===== src/rtl/mstrap_pkg.sv =====
`timescale 1ns/1ps
package mstrap_pkg;
    localparam int STRAP_W    = 4;
    localparam int DIV_W      = 4;
    localparam int SLOT_BITS  = 32;
    localparam int FRAME_BITS = 2 * SLOT_BITS;
    // master clocks per frame for the four master straps
    localparam int OSR_M12 = 256;
    localparam int OSR_M13 = 512;
    localparam int OSR_M14 = 128;
    localparam int OSR_M15 = 256;
    localparam int DIV_M12 = OSR_M12 / FRAME_BITS;
    localparam int DIV_M13 = OSR_M13 / FRAME_BITS;
    localparam int DIV_M14 = OSR_M14 / FRAME_BITS;
    localparam int DIV_M15 = OSR_M15 / FRAME_BITS;

    typedef enum logic [1:0] {
        FMT_MIXED = 2'b00,
        FMT_I2S   = 2'b01,
        FMT_LEFT  = 2'b10
    } fmt_e;

    typedef enum logic [1:0] {
        SPD_NORMAL = 2'b00,
        SPD_DOUBLE = 2'b01,
        SPD_QUAD   = 2'b10
    } speed_e;

    typedef struct packed {
        logic             master;
        logic             hpf_en;
        fmt_e             fmt;
        logic             auto_spd;
        speed_e           speed;
        logic [DIV_W-1:0] div;
    } mode_cfg_t;

    typedef enum logic [1:0] {
        ST_DOWN   = 2'd0,
        ST_LATCH  = 2'd1,
        ST_SLAVE  = 2'd2,
        ST_MASTER = 2'd3
    } ctl_state_e;
endpackage


===== src/rtl/mstrap_decode.sv =====
`timescale 1ns/1ps
module mstrap_decode
    import mstrap_pkg::*;
(
    input  logic [STRAP_W-1:0] strap,
    output mode_cfg_t          cfg
);
    always_comb begin
        cfg = '0;
        if (strap[3:2] == 2'b11) begin
            cfg.master   = 1'b1;
            cfg.hpf_en   = 1'b1;
            cfg.fmt      = FMT_I2S;
            cfg.auto_spd = 1'b0;
            unique case (strap[1:0])
                2'b00: begin cfg.speed = SPD_DOUBLE; cfg.div = DIV_W'(DIV_M12); end
                2'b01: begin cfg.speed = SPD_NORMAL; cfg.div = DIV_W'(DIV_M13); end
                2'b10: begin cfg.speed = SPD_QUAD;   cfg.div = DIV_W'(DIV_M14); end
                2'b11: begin cfg.speed = SPD_NORMAL; cfg.div = DIV_W'(DIV_M15); end
            endcase
        end else begin
            cfg.master   = 1'b0;
            cfg.hpf_en   = ~strap[1];
            cfg.fmt      = fmt_e'(strap[3:2]);
            cfg.auto_spd = ~strap[0];
            cfg.speed    = SPD_NORMAL;
            cfg.div      = '0;
        end
    end
endmodule


===== src/rtl/mstrap_clkgen.sv =====
`timescale 1ns/1ps
module mstrap_clkgen #(
    parameter int DIV_W     = 4,
    parameter int SLOT_BITS = 32
) (
    input  logic             clk,
    input  logic             rst_n,
    input  logic             run,
    input  logic [DIV_W-1:0] half,
    output logic             bclk,
    output logic             lrck,
    output logic             fstart
);
    localparam int CNT_W = $clog2(SLOT_BITS);

    logic             active_q;
    logic [DIV_W-1:0] hcnt_q;
    logic [CNT_W-1:0] slot_q;

    always_ff @(posedge clk or negedge rst_n) begin
        if (!rst_n) begin
            active_q <= 1'b0;
            hcnt_q   <= '0;
            slot_q   <= '0;
            bclk     <= 1'b0;
            lrck     <= 1'b0;
            fstart   <= 1'b0;
        end else if (!run) begin
            active_q <= 1'b0;
            hcnt_q   <= '0;
            slot_q   <= '0;
            bclk     <= 1'b0;
            lrck     <= 1'b0;
            fstart   <= 1'b0;
        end else if (!active_q) begin
            active_q <= 1'b1;
            hcnt_q   <= '0;
            slot_q   <= '0;
            bclk     <= 1'b0;
            lrck     <= 1'b0;
            fstart   <= 1'b1;
        end else begin
            fstart <= 1'b0;
            if (hcnt_q == half - DIV_W'(1)) begin
                hcnt_q <= '0;
                bclk   <= ~bclk;
                if (bclk) begin
                    if (slot_q == CNT_W'(SLOT_BITS - 1)) begin
                        slot_q <= '0;
                        lrck   <= ~lrck;
                        fstart <= lrck;
                    end else begin
                        slot_q <= slot_q + CNT_W'(1);
                    end
                end
            end else begin
                hcnt_q <= hcnt_q + DIV_W'(1);
            end
        end
    end


    lrck_on_bclk_fall_chk: assert property (@(posedge clk) disable iff (!rst_n)
        (lrck != $past(lrck)) |-> ($past(bclk) && !bclk));

    fstart_single_chk: assert property (@(posedge clk) disable iff (!rst_n)
        fstart |=> !fstart);

    fstart_left_chk: assert property (@(posedge clk) disable iff (!rst_n)
        fstart |-> (!lrck && !bclk));
endmodule


===== src/rtl/mstrap_ctrl.sv =====
`timescale 1ns/1ps
module mstrap_ctrl
    import mstrap_pkg::*;
(
    input  logic               i_mclk,
    input  logic               i_pdn_n,
    input  logic [STRAP_W-1:0] i_strap,
    output logic               o_master,
    output logic               o_hpf_en,
    output logic [1:0]         o_fmt,
    output logic               o_auto_speed,
    output logic [1:0]         o_speed,
    output logic [DIV_W-1:0]   o_div,
    output logic               o_bclk,
    output logic               o_lrck,
    output logic               o_frame_start
);
    ctl_state_e state_q, state_d;
    mode_cfg_t  dec_cfg, cfg_q;
    logic [DIV_W-1:0] half_div;

    mstrap_decode u_decode (
        .strap (i_strap),
        .cfg   (dec_cfg)
    );

    // state register
    always_ff @(posedge i_mclk or negedge i_pdn_n) begin
        if (!i_pdn_n) state_q <= ST_DOWN;
        else          state_q <= state_d;
    end

    // next-state logic
    always_comb begin
        state_d = state_q;
        unique case (state_q)
            ST_DOWN:   state_d = ST_LATCH;
            ST_LATCH:  state_d = dec_cfg.master ? ST_MASTER : ST_SLAVE;
            ST_SLAVE:  state_d = ST_SLAVE;
            ST_MASTER: state_d = ST_MASTER;
        endcase
    end

    // output register: strap captured only in LATCH
    always_ff @(posedge i_mclk or negedge i_pdn_n) begin
        if (!i_pdn_n)                 cfg_q <= '0;
        else if (state_q == ST_LATCH) cfg_q <= dec_cfg;
    end

    assign half_div = {1'b0, cfg_q.div[DIV_W-1:1]};

    mstrap_clkgen #(
        .DIV_W     (DIV_W),
        .SLOT_BITS (SLOT_BITS)
    ) u_clkgen (
        .clk    (i_mclk),
        .rst_n  (i_pdn_n),
        .run    (state_d == ST_MASTER),
        .half   (half_div),
        .bclk   (o_bclk),
        .lrck   (o_lrck),
        .fstart (o_frame_start)
    );

    assign o_master     = cfg_q.master;
    assign o_hpf_en     = cfg_q.hpf_en;
    assign o_fmt        = cfg_q.fmt;
    assign o_auto_speed = cfg_q.auto_spd;
    assign o_speed      = cfg_q.speed;
    assign o_div        = cfg_q.div;


    slave_quiet_chk: assert property (@(posedge i_mclk) disable iff (!i_pdn_n)
        (state_q != ST_MASTER) |-> (!o_bclk && !o_lrck && !o_frame_start));

    cfg_frozen_chk: assert property (@(posedge i_mclk) disable iff (!i_pdn_n)
        (($past(state_q) == ST_SLAVE) || ($past(state_q) == ST_MASTER)) |-> $stable(cfg_q));

    master_hpf_chk: assert property (@(posedge i_mclk) disable iff (!i_pdn_n)
        o_master |-> (o_hpf_en && !o_auto_speed));
endmodule


===== config.mk =====
export PLATFORM = sky130hd
export DESIGN_NAME = mstrap_ctrl
export DESIGN_NICKNAME = d
export VERILOG_FILES = /design/src/rtl/mstrap_pkg.sv /design/src/rtl/mstrap_decode.sv /design/src/rtl/mstrap_clkgen.sv /design/src/rtl/mstrap_ctrl.sv
export SDC_FILE = /design/constraint.sdc
export NUM_CORES = 1
export LEC_CHECK = 0
export ABC_AREA = 1
export ABC_CLOCK_PERIOD_IN_PS = 1900
export BUFFER_PORTS_ARGS = -buffer_cell sky130_fd_sc_hd__clkbuf_2
export CAP_MARGIN = 40
export CORE_MARGIN = 8
export CORE_UTILIZATION = 25
export CTS_CLUSTER_DIAMETER = 80
export DETAILED_ROUTE_END_ITERATION = 10
export SLEW_MARGIN = 25
export SYNTH_ARGS = -nofsm -noshare
export SYNTH_HDL_FRONTEND = slang
export SYNTH_HIERARCHICAL = 1
export SYNTH_SLANG_ARGS = --single-unit
export TNS_END_PERCENT = 30

===== constraint.sdc =====
create_clock -name i_mclk -period 1.9 [get_ports i_mclk]
set_input_delay 0.285 -clock i_mclk [delete_from_list [all_inputs] [get_ports i_mclk]]
set_output_delay 0.285 -clock i_mclk [all_outputs]
set_load 0.01 [all_outputs]

## Word level (Yosys, flattened, before mapping)

Cells that the tools add are included.

- Register bits: 26
- Input port bits: 6
- Output and inout bits: 14
- Logic and storage cells: 63

- $add $sub $neg: 3
- Equality and inequality tests: 13
- Mux-type cells: 26
- Bitwise gates (word level): 4
- Reductions and logical operators: 4

Operators by type and width:

| kind | count |
|---|---|
| $mux 5 | 5 |
| $pmux 6 s4 | 1 |
| $mux 1 | 15 |
| $eq 2x2->1 const B | 6 |
| $mux 4 | 3 |
| $mux 11 | 1 |
| $ne 3x3->1 const B | 3 |
| $pmux 2 s4 | 1 |
| $add 5x1->5 const B | 1 |
| $eq 5x5->1 const B | 1 |
| $add 4x1->4 const B | 1 |
| $eq 2x1->1 const B | 2 |
| $eq 4x4->1 | 1 |
| $logic_not 2->1 | 2 |
| $not 1->1 | 4 |
| $sub 3x1->4 const B | 1 |
| $reduce_and 3->1 | 1 |
| $reduce_and 2->1 | 1 |

## Depth between registers and ports, before layout

Gate-level depths: netlist of run 1.

- Depth after elaboration: 8
- Gate-level depth with buffers: 12
- Gate-level depth less buffers: 12

## By module

Netlist of run 1, hierarchy kept.

By module, submodules not included:

| module | instances | cells an instance | area each (sq um) | seq. area each (sq um) |
|---|---|---|---|---|
| mstrap_clkgen | 1 | 108 | 835.8 | 325.3 |
| mstrap_ctrl | 1 | 57 | 520.5 | 325.3 |
| mstrap_decode | 1 | 22 | 120.1 | 0.0 |

## Worst setup path after synthesis of run 1

OpenSTA, ideal clock, no wires.

- Path kind: reg2reg
- Start point: reg cfg_q, in the netlist o_div[1]
- End point: reg u_clkgen.lrck
- Library setup time: 0.117 ns
- Arrival time: 1.415 ns
- Required time: 1.783 ns
- Path slack: 0.369 ns
- Cell stages (with the launch flop): 10
- Path buffers: 0
- Period minus slack after synthesis: 1.531 ns
- Path through: dfrtp_1 > inv_2 > ha_1 > xnor2_1 > nor2_4 > nand3_4 > nand2_4 > nand2_2 > nand2_1 > nand2_1

- Word-level cells in the longest chain between the ends: 4

Ends and longest elaborated chain:

| item | line | text |
|---|---|---|
| from (decl) | mstrap_ctrl.sv:19 | `mode_cfg_t dec_cfg, cfg_q;` |
| from (signal assigned) | mstrap_ctrl.sv:47 | `else if (state_q == ST_LATCH) cfg_q <= dec_cfg;` |
| $sub 3x1->4 | mstrap_clkgen.sv:44 | `if (hcnt_q == half - DIV_W'(1)) begin` |
| $eq 4x4->1 | mstrap_clkgen.sv:44 |  |
| $ne 3x3->1 (no line) | -- |  |
| $reduce_and 3->1 (no line) | -- |  |
| to (signal assigned) | mstrap_clkgen.sv:50 | `lrck <= ~lrck;` |
| to (decl) | mstrap_clkgen.sv:11 | `output logic lrck,` |

No other way between the ends.
A chain may end at the register's enable or synchronous reset.

## Final worst setup path of run 1

- Start point: reg cfg_q, in the netlist o_div[1]
- End point: reg u_clkgen.slot_q[1]

- Word-level cells in the longest chain between the ends: 4

Ends and longest elaborated chain:

| item | line | text |
|---|---|---|
| $sub 3x1->4 | mstrap_clkgen.sv:44 |  |
| $eq 4x4->1 | mstrap_clkgen.sv:44 |  |
| $ne 3x3->1 (no line) | -- |  |
| $reduce_and 2->1 (no line) | -- |  |
| to (signal assigned) | mstrap_clkgen.sv:53 | `slot_q <= slot_q + CNT_W'(1);` |
| to (decl) | mstrap_clkgen.sv:18 | `logic [CNT_W-1:0] slot_q;` |

No other way between the ends.

==> qor.json, run 1 <==
{
  "drt": {
    "dr_total_vias": 1180,
    "final_antenna_net_count": 0,
    "vias_per_cell": 4.18,
    "route.detailed.drc": 0,
    "drt_first_iter_violations": 64,
    "firstDrtPassIters": 4,
    "finalWirelength_microns": 2850,
    "drt-wirelength-per-cell_microns": 10.1
  },
  "clocking": {
    "cts.sinks": 26,
    "clkTransAtPathRegs_ns": 0.08,
    "post_cts.repair.setup_buffers": 0,
    "clockBufferDepth": 2,
    "insertion_delay_ns": 0.26,
    "cts_tree": "yes",
    "postCtsHoldBufs": 0,
    "cts_resized": 0,
    "cts_inserted_buffers": 3,
    "htree_num_levels": 1,
    "root_cell_of_the_clock_tree": "clkbuf_8"
  },
  "finish": {
    "final.fill_count": 647,
    "util_after_layout_pct": 29.0,
    "syn2layout_area_growth_pct": 14.1,
    "layout.nets": 222,
    "post_route_cells_drive_above_1_share_pct": 19.3,
    "n_antenna_cell": 0
  },
  "synth": {
    "synth_cells": 187,
    "synth_flop_cell": "dfrtp_1",
    "synth_edf_count": 0,
    "ys_types": 26,
    "synthArstFlopShare_pct": 100,
    "synth-seq-area-share_pct": 44.1,
    "syn-cell-area_sq_mm": 0.00148,
    "syn_avg_cell_area_sq_um": 7.90,
    "yosysWarningCount": 6,
    "synth-seq-cells": 26
  },
  "sta": {
    "fmaxAchievable_ghz": 0.608,
    "timing.max_slew.rel_slack_pct": 57.2,
    "setup_repair_after_global_routing_missed_its_margin": "false",
    "final_setup_fails": 0,
    "slew_violations": 0,
    "final_min_period_over_clock_period_pct": 86.5,
    "max_slew.worst_pin.slew_ns": 0.643,
    "hold_viol_final": 0,
    "final.min_clock_period_ns": 1.64,
    "timing.clock.skew_ns": 0.00270,
    "finalSetupTns_ns": 0
  },
  "die": {
    "num_io_pins": 20,
    "row_count": 28,
    "die_area_sq_mm": 0.00862,
    "initial_core_util_pct": 25.4,
    "die_h_microns": 92.9,
    "placeableCoreArea_sq_mm": 0.00582,
    "fp.dieW_microns": 92.9
  },
  "worst_setup_path": {
    "startpoint_type": "flip-flop",
    "timing.critical_path.fanout_max": 5,
    "critPathRequiredTime_ns": 2.05,
    "critical_path.slowest_cell": "dfrtp_1",
    "path_cells": "inv_2, ha_1, xnor2_1, nor2_4, nand4_1, nand3_1, nand2_1",
    "crit_arrival_ns": 1.80,
    "slowest_stage_delay_cp_ns": 0.43,
    "critPathCaptureType": "flip-flop",
    "worst-setup-path-type": "flip-flop to flip-flop"
  },
  "grt": {
    "grt_max_degree": 27,
    "grt_remaining_overflow": 0,
    "grt_pass1_vias": 1140,
    "global_route_wire_length_before_repair_microns": 5040,
    "initial_antenna_violation_count": 0,
    "grt.total_usage_pct": 7.01
  },
  "pwr": {
    "irDropWorstVdd_v": 0.000272,
    "power_per_unit_of_standard_cell_area_mw_per_mm2": 587,
    "power.leakage_nw": 0.906
  },
  "place": {
    "place_congestion": 0.772,
    "port_buffers": 19,
    "hpwlAfterDp_microns": 2260
  },
  "hold_path": {
    "min-delay-path-class": "input port to asynchronous set/reset pin"
  },
  "run_status": {
    "outcome": "completed"
  },
  "run": {
    "cap_viol_max_count": 0
  }
}
==> cells in the mapped netlist, drive strengths merged (2+ instances only) <==
cell type	count	area share, %
a21oi	2	0.68
buf	5	2.8
conb	2	0.51
dfrtp	26	44
ha	7	5.9
inv	26	6.6
nand2	59	17
nand3	30	11
nand4	3	1.3
nor2	16	4.7
nor3	2	0.68
o21ai	2	0.68
xnor2	2	1.2
==> placed cells by master (no fill, tap or decap), types with 2 or more instances in the layout <==
cell type   n
a21oi_1     2
buf_4       2
clkbuf_2   19
clkbuf_8    3
conb_1      4
dfrtp_1    26
ha_1        7
inv_1      24
inv_2       2
nand2_1    51
nand2_2     6
nand2_4     2
nand3_1    28
nand4_1     3
nor2_1     14
nor3_1      2
o21ai_0     2
xnor2_1     2
==> logic make-up after synthesis <==
family / synth area share (%)
simple gates: 35.9
buf+inv: 9.66
flops: 44.1
fa+ha+maj: 5.93
compound gates: 2.12
xor+xnor: 1.78
other cells: 0.509
==> metal layers <==
metal / vias up / global-route usage [%] / share of wire (%)
met4: 0 / 3.22 / 1.3
met2: 7 / 11.6 / 50
met3: 2 / 1.05 / 1.8
met5: - / 0 / 0
met1: 551 / 8.73 / 47
li1: 620 / - / -
==> critical path, delay by kind of cell (launching register included) <==
family | cells | cell delay [ns]
and+or+nand+nor | 4 | 0.57
DFF | 1 | 0.43
adders and majority gates | 1 | 0.30
xor gates and xnor gates | 1 | 0.15
buffers and inverters | 1 | 0.07
==> stage by stage <==
stage / total power (W) / hold WS [ns] / std cells / instance area (sq um) / setup WS (ns)
2_1_floorplan: 0.000662 / -0.0106 / 189 / 1480 / 0.369
3_3_place_gp: 0.000703 / 0.342 / 279 / 1640 / 0.255
3_5_place_dp: 0.000705 / 0.350 / 279 / 1640 / 0.256
4_1_cts: 0.00101 / 0.0578 / 282 / 1680 / 0.243
5_1_grt: 0.00105 / 0.0817 / 282 / 1680 / 0.0976
6_report: 0.000988 / 0.0342 / 282 / 1680 / 0.256
==> state kept, by name, summed over array words and instances, names as in the netlist <==
register / flops
o_div: 4
u_clkgen/lrck: 1
o_auto_speed: 1
u_clkgen/bclk: 1
state_q: 2
o_speed: 2
o_fmt: 2
u_clkgen/active_q: 1
u_clkgen/hcnt_q: 4
o_master: 1
o_hpf_en: 1
u_clkgen/fstart: 1
u_clkgen/slot_q: 5
==> final cells by class <==
class | instances | area (sq um) | area share, %
Clock buffer | 3 | 41.3 | 2.45
Timing Repair Buffer | 21 | 110 | 6.54
Inverter | 26 | 97.6 | 5.79
Tap cell | 75 | 93.8 | 5.57
Sequential cell | 26 | 651 | 38.6
Multi-Input combinational cell | 131 | 691 | 41.0
==> worst paths after layout <==
check	start	slack [ns]	to	cells past startpoint
hold / removal	i_pdn_n	0.03	u_clkgen/fstart$_DFF_PN0_	1
min in group i_mclk	i_strap[2]	0.31	o_fmt[0]$_DFFE_PN0N_	3
setup reg to reg	o_div[1]$_DFFE_PN0N_	0.26	u_clkgen/slot_q[1]$_DFFE_PN0P_	7
setup / recovery	o_div[1]$_DFFE_PN0N_	0.26	u_clkgen/slot_q[1]$_DFFE_PN0P_	7
max in group asynchronous	i_pdn_n	1.46	u_clkgen/hcnt_q[0]$_DFF_PN0_	1
hold reg to reg	o_fmt[1]$_DFFE_PN0N_	0.47	o_fmt[1]$_DFFE_PN0N_	2
==> power breakdown <==
group | switching [W] | internal [W] | total (W) | leakage, nW
clock | 0.000156 | 0.000142 | 0.000298 | 0.0216
sequential | 0.0000111 | 0.000568 | 0.000579 | 0.341
combinational | 0.0000734 | 0.0000376 | 0.000111 | 0.543
total | 0.000241 | 0.000747 | 0.000988 | 0.906
Power figures use the tool's default switching activity.
==> run 2, diff against run 1 <==
Settings changed: ABC_CLOCK_PERIOD_IN_PS 1900 to 2000, RECOVER_POWER from default to 25.
Clock period 1.9 ns to 2 ns, I/O delays scaled along.
==> run 2 against run 1 <==
Global-route usage grew 0.15 points. Sequential power shrank 4.8%. Critical path type unchanged. Largest cell class unchanged. Non-clock buffer count shrank 1. Setup slack gained 0.080 ns. Highest routed layer unchanged.
==> qor.json, run 2 (synthesis gave the netlist of run 1 again) <==
{
  "run_status": {
    "outcome": "completed"
  },
  "worst_setup_path": {
    "critical_path.slowest_cell": "dfrtp_1",
    "critPathCaptureType": "flip-flop",
    "crit-reg2reg-launch": "o_div[1]$_DFFE_PN0N_",
    "path_cells": "inv_2, ha_1, xnor2_1, nor2_4, nand4_1, nand3_1, nand2_1",
    "worst-setup-path-type": "flip-flop to flip-flop",
    "crit_arrival": {"value": 1.82, "unit": "ns", "change": "+0.02 ns"},
    "reg2reg_setup_slack": {"value": 0.34, "unit": "ns", "change": "+0.08 ns"},
    "slowest_stage_delay_cp": {"value": 0.44, "unit": "ns", "change": "about the same"},
    "timing.critical_path.fanout_max": {"value": 5, "change": "unchanged"},
    "critPathRequiredTime": {"value": 2.16, "unit": "ns", "change": "+0.11 ns"},
    "depth_of_the_worst_register_to_register_path": {"value": 7, "change": "unchanged"},
    "startpoint_type": "flip-flop",
    "reg2reg_to": "u_clkgen/slot_q[4]$_DFFE_PN0P_"
  },
  "clocking": {
    "root_cell_of_the_clock_tree": "clkbuf_8",
    "post_cts.repair.setup_buffers": {"value": 0, "change": "unchanged"},
    "postCtsHoldBufs": {"value": 0, "change": "unchanged"},
    "clockBufferDepth": {"value": 2, "change": "unchanged"},
    "cts_resized": {"value": 0, "change": "unchanged"},
    "htree_num_levels": {"value": 1, "change": "unchanged"},
    "cts_inserted_buffers": {"value": 3, "change": "unchanged"},
    "cts_tree": "yes",
    "insertion_delay": {"value": 0.27, "unit": "ns", "change": "about the same"},
    "clkTransAtPathRegs": {"value": 0.09, "unit": "ns", "change": "about the same"},
    "cts.sinks": {"value": 26, "change": "unchanged"}
  },
  "die": {
    "num_io_pins": {"value": 20, "change": "unchanged"},
    "die_h": {"value": 92.9, "unit": "microns", "change": "unchanged"},
    "fp.dieW": {"value": 92.9, "unit": "microns", "change": "unchanged"},
    "placeableCoreArea": {"value": 0.00582, "unit": "sq mm", "change": "unchanged"},
    "initial_core_util": {"value": 25.4, "unit": "%", "change": "unchanged"},
    "die_area": {"value": 0.00862, "unit": "sq mm", "change": "unchanged"},
    "row_count": {"value": 28, "change": "unchanged"}
  },
  "drt": {
    "drt-wirelength-per-cell": {"value": 10.3, "unit": "microns", "change": "+2.2%"},
    "vias_per_cell": {"value": 4.20, "change": "+0.25%"},
    "final_antenna_net_count": {"value": 0, "change": "unchanged"},
    "drt_first_iter_violations": {"value": 80, "change": "+25%"},
    "dr_total_vias": {"value": 1183, "change": "+0.25%"},
    "route.detailed.drc": {"value": 0, "change": "unchanged"},
    "finalWirelength": {"value": 2910, "unit": "microns", "change": "+2.2%"},
    "firstDrtPassIters": {"value": 4, "change": "unchanged"}
  },
  "sta": {
    "slew_violations": {"value": 0, "change": "unchanged"},
    "setup_repair_after_global_routing_missed_its_margin": "false",
    "post-route-worst-setup-slack": {"value": 0.336, "unit": "ns", "change": "+0.0801 ns"},
    "final_min_period_over_clock_period": {"value": 83.2, "unit": "%", "change": "-3.3 points"},
    "finalSetupTns": {"value": 0, "unit": "ns", "change": "unchanged"},
    "fmaxAchievable": {"value": 0.601, "unit": "GHz", "change": "-1.2%"},
    "hold_viol_final": {"value": 0, "change": "unchanged"},
    "final_setup_fails": {"value": 0, "change": "unchanged"},
    "final.min_clock_period": {"value": 1.66, "unit": "ns", "change": "+0.0199 ns"},
    "hold_ws": {"value": 0.305, "unit": "ns", "change": "+0.270 ns"},
    "timing.clock.skew": {"value": 0.00700, "unit": "ns", "change": "+0.00430 ns"},
    "timing.max_slew.rel_slack": {"value": 6.75, "unit": "%", "change": "-50 points"},
    "max_slew.worst_pin.slew": {"value": 1.40, "unit": "ns", "change": "+0.756 ns"}
  },
  "hold_path": {
    "min_path_cells": 3,
    "min-delay-path-class": "input port to flip-flop",
    "whs_endpoint": "o_fmt[0]$_DFFE_PN0N_",
    "holdCritStartpoint": "i_strap[2]"
  },
  "grt": {
    "grt_pass1_vias": {"value": 1196, "change": "+4.9%"},
    "initial_antenna_violation_count": {"value": 0, "change": "unchanged"},
    "grt.total_usage": {"value": 7.16, "unit": "%", "change": "+0.15 points"},
    "global_route_wire_length_before_repair": {"value": 5170, "unit": "microns", "change": "+2.6%"},
    "grt_max_degree": {"value": 27, "change": "unchanged"},
    "grt_remaining_overflow": {"value": 0, "change": "unchanged"}
  },
  "finish": {
    "layout_commonest_cell": "nand2_1",
    "layout_common_cells": "nand2_1, nand3_1, dfrtp_1",
    "final_std_cell_area_no_fill": {"value": 0.00171, "unit": "sq mm", "change": "+1.3%"},
    "syn2layout_area_growth_pct": 15.5,
    "n_antenna_cell": {"value": 0, "change": "unchanged"},
    "largest_register_ffs": {"value": 5, "change": "unchanged"},
    "regMostFlops": "u_clkgen/slot_q",
    "post_route_cells_drive_above_1_share": {"value": 18.8, "unit": "%", "change": "-0.48 points"},
    "layout.nets": {"value": 221, "change": "-0.45%"}
  },
  "pwr": {
    "irDropWorstVdd": {"value": 0.000244, "unit": "V", "change": "-10%"},
    "switching_fraction_of_total_power": {"value": 22.6, "unit": "%", "change": "-1.7 points"},
    "power_per_unit_of_standard_cell_area": {"value": 639, "unit": "mW/mm^2", "change": "+8.9%"},
    "seqPwrFrac": {"value": 50.5, "unit": "%", "change": "-8.1 points"},
    "power.leakage": {"value": 0.911, "unit": "nW", "change": "+0.63%"},
    "clock_power_share": {"value": 39.8, "unit": "%", "change": "+9.7 points"},
    "internal_portion_of_total_power": {"value": 0.000843, "unit": "W", "change": "+13%"},
    "power.total": {"value": 0.00109, "unit": "W", "change": "+10%"},
    "switching_power": {"value": 0.000247, "unit": "W", "change": "+2.5%"},
    "power_frac_comb": {"value": 9.6, "unit": "%", "change": "-1.6 points"}
  },
  "run": {
    "cap_viol_max_count": {"value": 0, "change": "unchanged"}
  },
  "place": {
    "place_congestion": {"value": 0.854, "change": "+11%"},
    "dpl_worst_slack": {"value": 0.372, "unit": "ns", "change": "+0.116 ns"},
    "dpl-instance-area": {"value": 0.00164, "unit": "sq mm", "change": "-0.46%"},
    "port_buffers": {"value": 19, "change": "unchanged"},
    "hpwlAfterDp": {"value": 2240, "unit": "microns", "change": "-0.76%"}
  }
}
## run 2: changes by cell type in the layout (fill, tap and decap cells not counted), sizes merged
cell,previous run,this run
buf,2,1
bufinv,0,1
## run 2: worst max-delay path, delay by kind of cell (launching register included)
kind	cells	cell delay [ns]
adder cells (fa/ha/maj)	1	0.30
flip-flops	1	0.44
buffers and inverters	1	0.07
AND/OR/NAND/NOR	4	0.58
XOR/XNOR	1	0.16
## run 2: through the flow
step / std cells / util (%)
after floorplan: 189 / -
after global placement: 278 / 28.1
after detailed placement: 278 / 28.1
after CTS: 282 / 29.3
after global routing: 282 / 29.3
final: 282 / 29.3
## run 2: layer usage
| metal | share of wire (%) | global-route usage (%) | wire [microns] | up-vias |
|---|---|---|---|---|
| li1 | - | - | - | 619 |
| met1 | 46 | 8.53 | 1340 | 541 |
| met2 | 49 | 12.1 | 1420 | 21 |
| met3 | 3.4 | 1.05 | 100 | 2 |
| met4 | 1.5 | 3.89 | 44 | 0 |
| met5 | 0 | 0 | 0 | - |
## run 2: power by group through the flow
stage	sequential [W]	clock, W	combinational (W)
after floorplan	0.000566	0	0.0000633
after global placement	0.000561	0	0.000107
after detailed placement	0.000561	0	0.000108
after CTS	0.000551	0.000446	0.000109
after global routing	0.000553	0.000478	0.000123
final	0.000551	0.000434	0.000105
## run 2: final cells by class
cell class,count,area [sq um]
tap,75,93.8
fill,633,4110
clock buffer,3,41.3
sequential,26,651
multi-input combinational,131,691
timing repair buffer,20,101
clock inverter,1,30.0
inverter,26,97.6
## run 2: how the worst max path moves through the flow
stage / start / end / slack, ns / cells past startpoint
floorplan: o_div[1]$_DFFE_PN0N_ / u_clkgen/lrck$_DFFE_PN0P_ / 0.47 / 9
global placement: i_strap[2] / u_clkgen/lrck$_DFFE_PN0P_ / 0.42 / 11
detailed placement: o_div[1]$_DFFE_PN0N_ / u_clkgen/slot_q[4]$_DFFE_PN0P_ / 0.37 / 7
CTS: o_div[1]$_DFFE_PN0N_ / u_clkgen/slot_q[4]$_DFFE_PN0P_ / 0.35 / 7
global route: o_div[1]$_DFFE_PN0N_ / u_clkgen/slot_q[4]$_DFFE_PN0P_ / 0.18 / 7
finish: o_div[1]$_DFFE_PN0N_ / u_clkgen/slot_q[4]$_DFFE_PN0P_ / 0.34 / 7
==> run 3, diff against run 2 <==
Settings changed: ABC_CLOCK_PERIOD_IN_PS 2000 to 1400.
Clock period 2 ns to 1.4 ns, I/O delays scaled along.
==> run 3 against run 2 <==
The flow now finishes with violations (setup timing). Worst hold slack got worse by 0.053 ns. Critical path type unchanged. Count of clock-buffer cells in the layout rose by 1. Fmax rose by 12%.
==> qor.json, run 3 (synthesis gave the netlist of run 1 again) <==
{
  "worst_setup_path": {
    "startpoint": "o_div[1]$_DFFE_PN0N_",
    "path_cells": "inv_2, ha_4, xnor2_2, nor2_4, nand4_1, nand3_1, nand2_1",
    "worst-setup-path-type": "flip-flop to flip-flop",
    "critPathCaptureType": "flip-flop",
    "reg2reg_setup_slack": {"value": -0.09, "unit": "ns", "change": "-0.43 ns"},
    "crit-reg2reg-launch": "o_div[1]$_DFFE_PN0N_",
    "critical_path.slowest_cell": "dfrtp_2",
    "reg2reg_to": "u_clkgen/slot_q[3]$_DFFE_PN0P_",
    "worst_path_dominant_cell_family": "simple AND/OR/NAND/NOR gates",
    "timing.critical_path.fanout_max": {"value": 5, "change": "unchanged"},
    "slowest_stage_delay_cp": {"value": 0.41, "unit": "ns", "change": "-0.03 ns"},
    "crit_arrival": {"value": 1.65, "unit": "ns", "change": "-0.17 ns"},
    "cp.depth": {"value": 7, "change": "unchanged"},
    "depth_of_the_worst_register_to_register_path": {"value": 7, "change": "unchanged"},
    "critPathRequiredTime": {"value": 1.56, "unit": "ns", "change": "-0.60 ns"},
    "cp-endpoint": "u_clkgen/slot_q[3]$_DFFE_PN0P_",
    "startpoint_type": "flip-flop",
    "critical_path_buf_inv_count": {"value": 1, "change": "unchanged"}
  },
  "drt": {
    "drt_first_iter_violations": {"value": 149, "change": "+86%"},
    "dr_total_vias": {"value": 1241, "change": "+4.9%"},
    "final_antenna_net_count": {"value": 0, "change": "unchanged"},
    "met1_length": {"value": 1440, "unit": "microns", "change": "+7.2%"},
    "top_signal_layer_used": "met4",
    "route.detailed.drc": {"value": 0, "change": "unchanged"},
    "drt-wirelength-per-cell": {"value": 10.4, "unit": "microns", "change": "+1.0%"},
    "met3RoutedLength": {"value": 93, "unit": "microns", "change": "-7.0%"},
    "vias_per_cell": {"value": 4.10, "change": "-2.4%"},
    "finalWirelength": {"value": 3160, "unit": "microns", "change": "+8.5%"},
    "firstDrtPassIters": {"value": 4, "change": "unchanged"},
    "detailroute.wirelength.met2": {"value": 1590, "unit": "microns", "change": "+11%"}
  },
  "hold_path": {
    "holdCritStartpoint": "i_strap[0]",
    "min-delay-path-class": "input port to flip-flop"
  },
  "grt": {
    "global_route_wire_length_before_repair": {"value": 5660, "unit": "microns", "change": "+9.5%"},
    "grt_pass1_vias": {"value": 1262, "change": "+5.5%"},
    "grt_remaining_overflow": {"value": 0, "change": "unchanged"},
    "grt_max_degree": {"value": 15, "change": "-44%"},
    "initial_antenna_violation_count": {"value": 0, "change": "unchanged"},
    "grt.total_usage": {"value": 7.95, "unit": "%", "change": "+0.80 points"}
  },
  "sta": {
    "slew_violations": {"value": 0, "change": "unchanged"},
    "timing.clock.skew": {"value": 0.00465, "unit": "ns", "change": "-0.00235 ns"},
    "fmaxAchievable": {"value": 0.671, "unit": "GHz", "change": "+12%"},
    "setup_repair_after_global_routing_missed_its_margin": "true",
    "timing.max_slew.rel_slack": {"value": 52.7, "unit": "%", "change": "+46 points"},
    "final_setup_fails": {"value": 6, "change": "+6"},
    "max_slew.worst_pin.slew": {"value": 0.710, "unit": "ns", "change": "-0.689 ns"},
    "hold_viol_final": {"value": 0, "change": "unchanged"},
    "post-route-worst-setup-slack": {"value": -0.0913, "unit": "ns", "change": "-0.427 ns"},
    "final_min_period_over_clock_period": {"value": 107, "unit": "%", "change": "+23 points"},
    "final.min_clock_period": {"value": 1.49, "unit": "ns", "change": "-0.173 ns"}
  },
  "die": {
    "num_io_pins": {"value": 20, "change": "unchanged"},
    "row_count": {"value": 28, "change": "unchanged"},
    "placeableCoreArea": {"value": 0.00582, "unit": "sq mm", "change": "unchanged"},
    "initial_core_util": {"value": 25.4, "unit": "%", "change": "unchanged"},
    "die_h": {"value": 92.9, "unit": "microns", "change": "unchanged"},
    "fp.dieW": {"value": 92.9, "unit": "microns", "change": "unchanged"},
    "die_area": {"value": 0.00862, "unit": "sq mm", "change": "unchanged"}
  },
  "clocking": {
    "root_cell_of_the_clock_tree": "clkbuf_8",
    "cts_tree": "yes",
    "cts.sinks": {"value": 26, "change": "unchanged"},
    "clkTransAtPathRegs": {"value": 0.09, "unit": "ns", "change": "about the same"},
    "insertion_delay": {"value": 0.27, "unit": "ns", "change": "about the same"},
    "htree_num_levels": {"value": 1, "change": "unchanged"},
    "cts_inserted_buffers": {"value": 3, "change": "unchanged"},
    "clockBufferDepth": {"value": 2, "change": "unchanged"}
  },
  "finish": {
    "final_std_cell_area_no_fill": {"value": 0.00188, "unit": "sq mm", "change": "+10%"},
    "util_after_layout": {"value": 32.4, "unit": "%", "change": "+3.0 points"},
    "n_antenna_cell": {"value": 0, "change": "unchanged"},
    "layout_common_cells": "nand2_1, nand3_1, dfrtp_1",
    "regMostFlops": "u_clkgen/slot_q",
    "layout_commonest_cell": "nand2_1",
    "final_cells": {"value": 303, "change": "+7.4%"},
    "multi_input_comb_area": {"value": 722, "unit": "sq um", "change": "+4.5%"},
    "post_route_cells_drive_above_1_share": {"value": 27.6, "unit": "%", "change": "+8.8 points"},
    "largest_register_ffs": {"value": 5, "change": "unchanged"},
    "layout.nets": {"value": 242, "change": "+9.5%"},
    "syn2layout_area_growth_pct": 27.5,
    "ff_latch_area": {"value": 652, "unit": "sq um", "change": "+0.19%"},
    "final.fill_count": {"value": 642, "change": "+1.4%"}
  },
  "pwr": {
    "power_per_unit_of_standard_cell_area": {"value": 749, "unit": "mW/mm^2", "change": "+17%"},
    "power.leakage": {"value": 1.00, "unit": "nW", "change": "+10%"},
    "irDropWorstVdd": {"value": 0.000311, "unit": "V", "change": "+28%"}
  },
  "place": {
    "dpl-instance-area": {"value": 0.00181, "unit": "sq mm", "change": "+11%"},
    "hpwlAfterDp": {"value": 2440, "unit": "microns", "change": "+8.9%"},
    "dpl_worst_slack": {"value": -0.0946, "unit": "ns", "change": "-0.467 ns"},
    "cell_total_after_placement": {"value": 297, "change": "+6.8%"},
    "place_congestion": {"value": 0.847, "change": "-0.84%"},
    "port_buffers": {"value": 19, "change": "unchanged"}
  },
  "run_status": {
    "failed_checks": "setup timing",
    "outcome": "complete, but fails checks"
  },
  "run": {
    "cap_viol_max_count": {"value": 0, "change": "unchanged"}
  }
}
## run 3: changes by cell type in the layout (fill, tap and decap cells not counted), sizes merged
cell / previous run / this run
dlygate4sd3: 0 / 1
buf: 1 / 20
bufinv: 1 / 0
clkbuf: 22 / 24
## run 3: power breakdown
| group | total (W) | switching, W | internal, W |
|---|---|---|---|
| Sequential | 0.000785 | 0.0000134 | 0.000771 |
| Clock | 0.000430 | 0.000227 | 0.000203 |
| Combinational | 0.000193 | 0.000113 | 0.0000800 |
| Total | 0.00141 | 0.000354 | 0.00105 |
## run 3: how the worst min path moves through the flow
| stage | to | depth (start not counted) |
|---|---|---|
| floorplan | o_auto_speed$_DFFE_PN0N_ | 0 |
| global placement | u_clkgen/hcnt_q[0]$_DFF_PN0_ | 1 |
| detailed placement | u_clkgen/hcnt_q[2]$_DFF_PN0_ | 1 |
| CTS | o_auto_speed$_DFFE_PN0N_ | 4 |
| global route | o_auto_speed$_DFFE_PN0N_ | 4 |
| finish | o_auto_speed$_DFFE_PN0N_ | 4 |
## run 3: layer usage
| layer | global-route usage [%] | up-vias |
|---|---|---|
| met3 | 1.21 | 2 |
| met1 | 8.98 | 568 |
| met2 | 14.1 | 12 |
| li1 | - | 659 |
| met4 | 4.03 | 0 |
| met5 | 0 | - |
## run 3: layout make-up
cell class                 instances  share of cell area (%)
sequential                        26                    34.6
inverter                          26                    5.19
timing repair buffer              41                    14.4
clock buffer                       4                    2.39
tap                               75                    4.99
multi-input combinational        131                    38.4
## run 3: timing repair
| item | in CTS | in global routing |
|---|---|---|
| gates resized for setup | 2 | 1 |
| gates cloned | 0 | 0 |
| pin swaps | 2 | 2 |
| setup buffers | 1 | 0 |
| endpoints found under the setup margin | 9 | 12 |
| endpoints found under the hold margin | 11 | 0 |
| hold buffers | 1 | 0 |
## run 3: worst reg2reg max path: cells and delay by family, from the launching register on
| family | cells | cell delay [ns] |
|---|---|---|
| flip-flops | 1 | 0.41 |
| XOR/XNOR | 1 | 0.14 |
| adder cells (fa/ha/maj) | 1 | 0.20 |
| AND/OR/NAND/NOR | 4 | 0.56 |
| buffers and inverters | 1 | 0.07 |
## run 3: stage by stage
step | TNS, ns | power, W | hold WS, ns
2_1_floorplan | -0.236 | 0.000905 | -0.0856
3_3_place_gp | -0.351 | 0.000991 | 0.123
3_5_place_dp | -0.504 | 0.000993 | 0.125
4_1_cts | -0.445 | 0.00144 | 0.244
5_1_grt | -1.41 | 0.00149 | 0.261
6_report | -0.445 | 0.00141 | 0.252
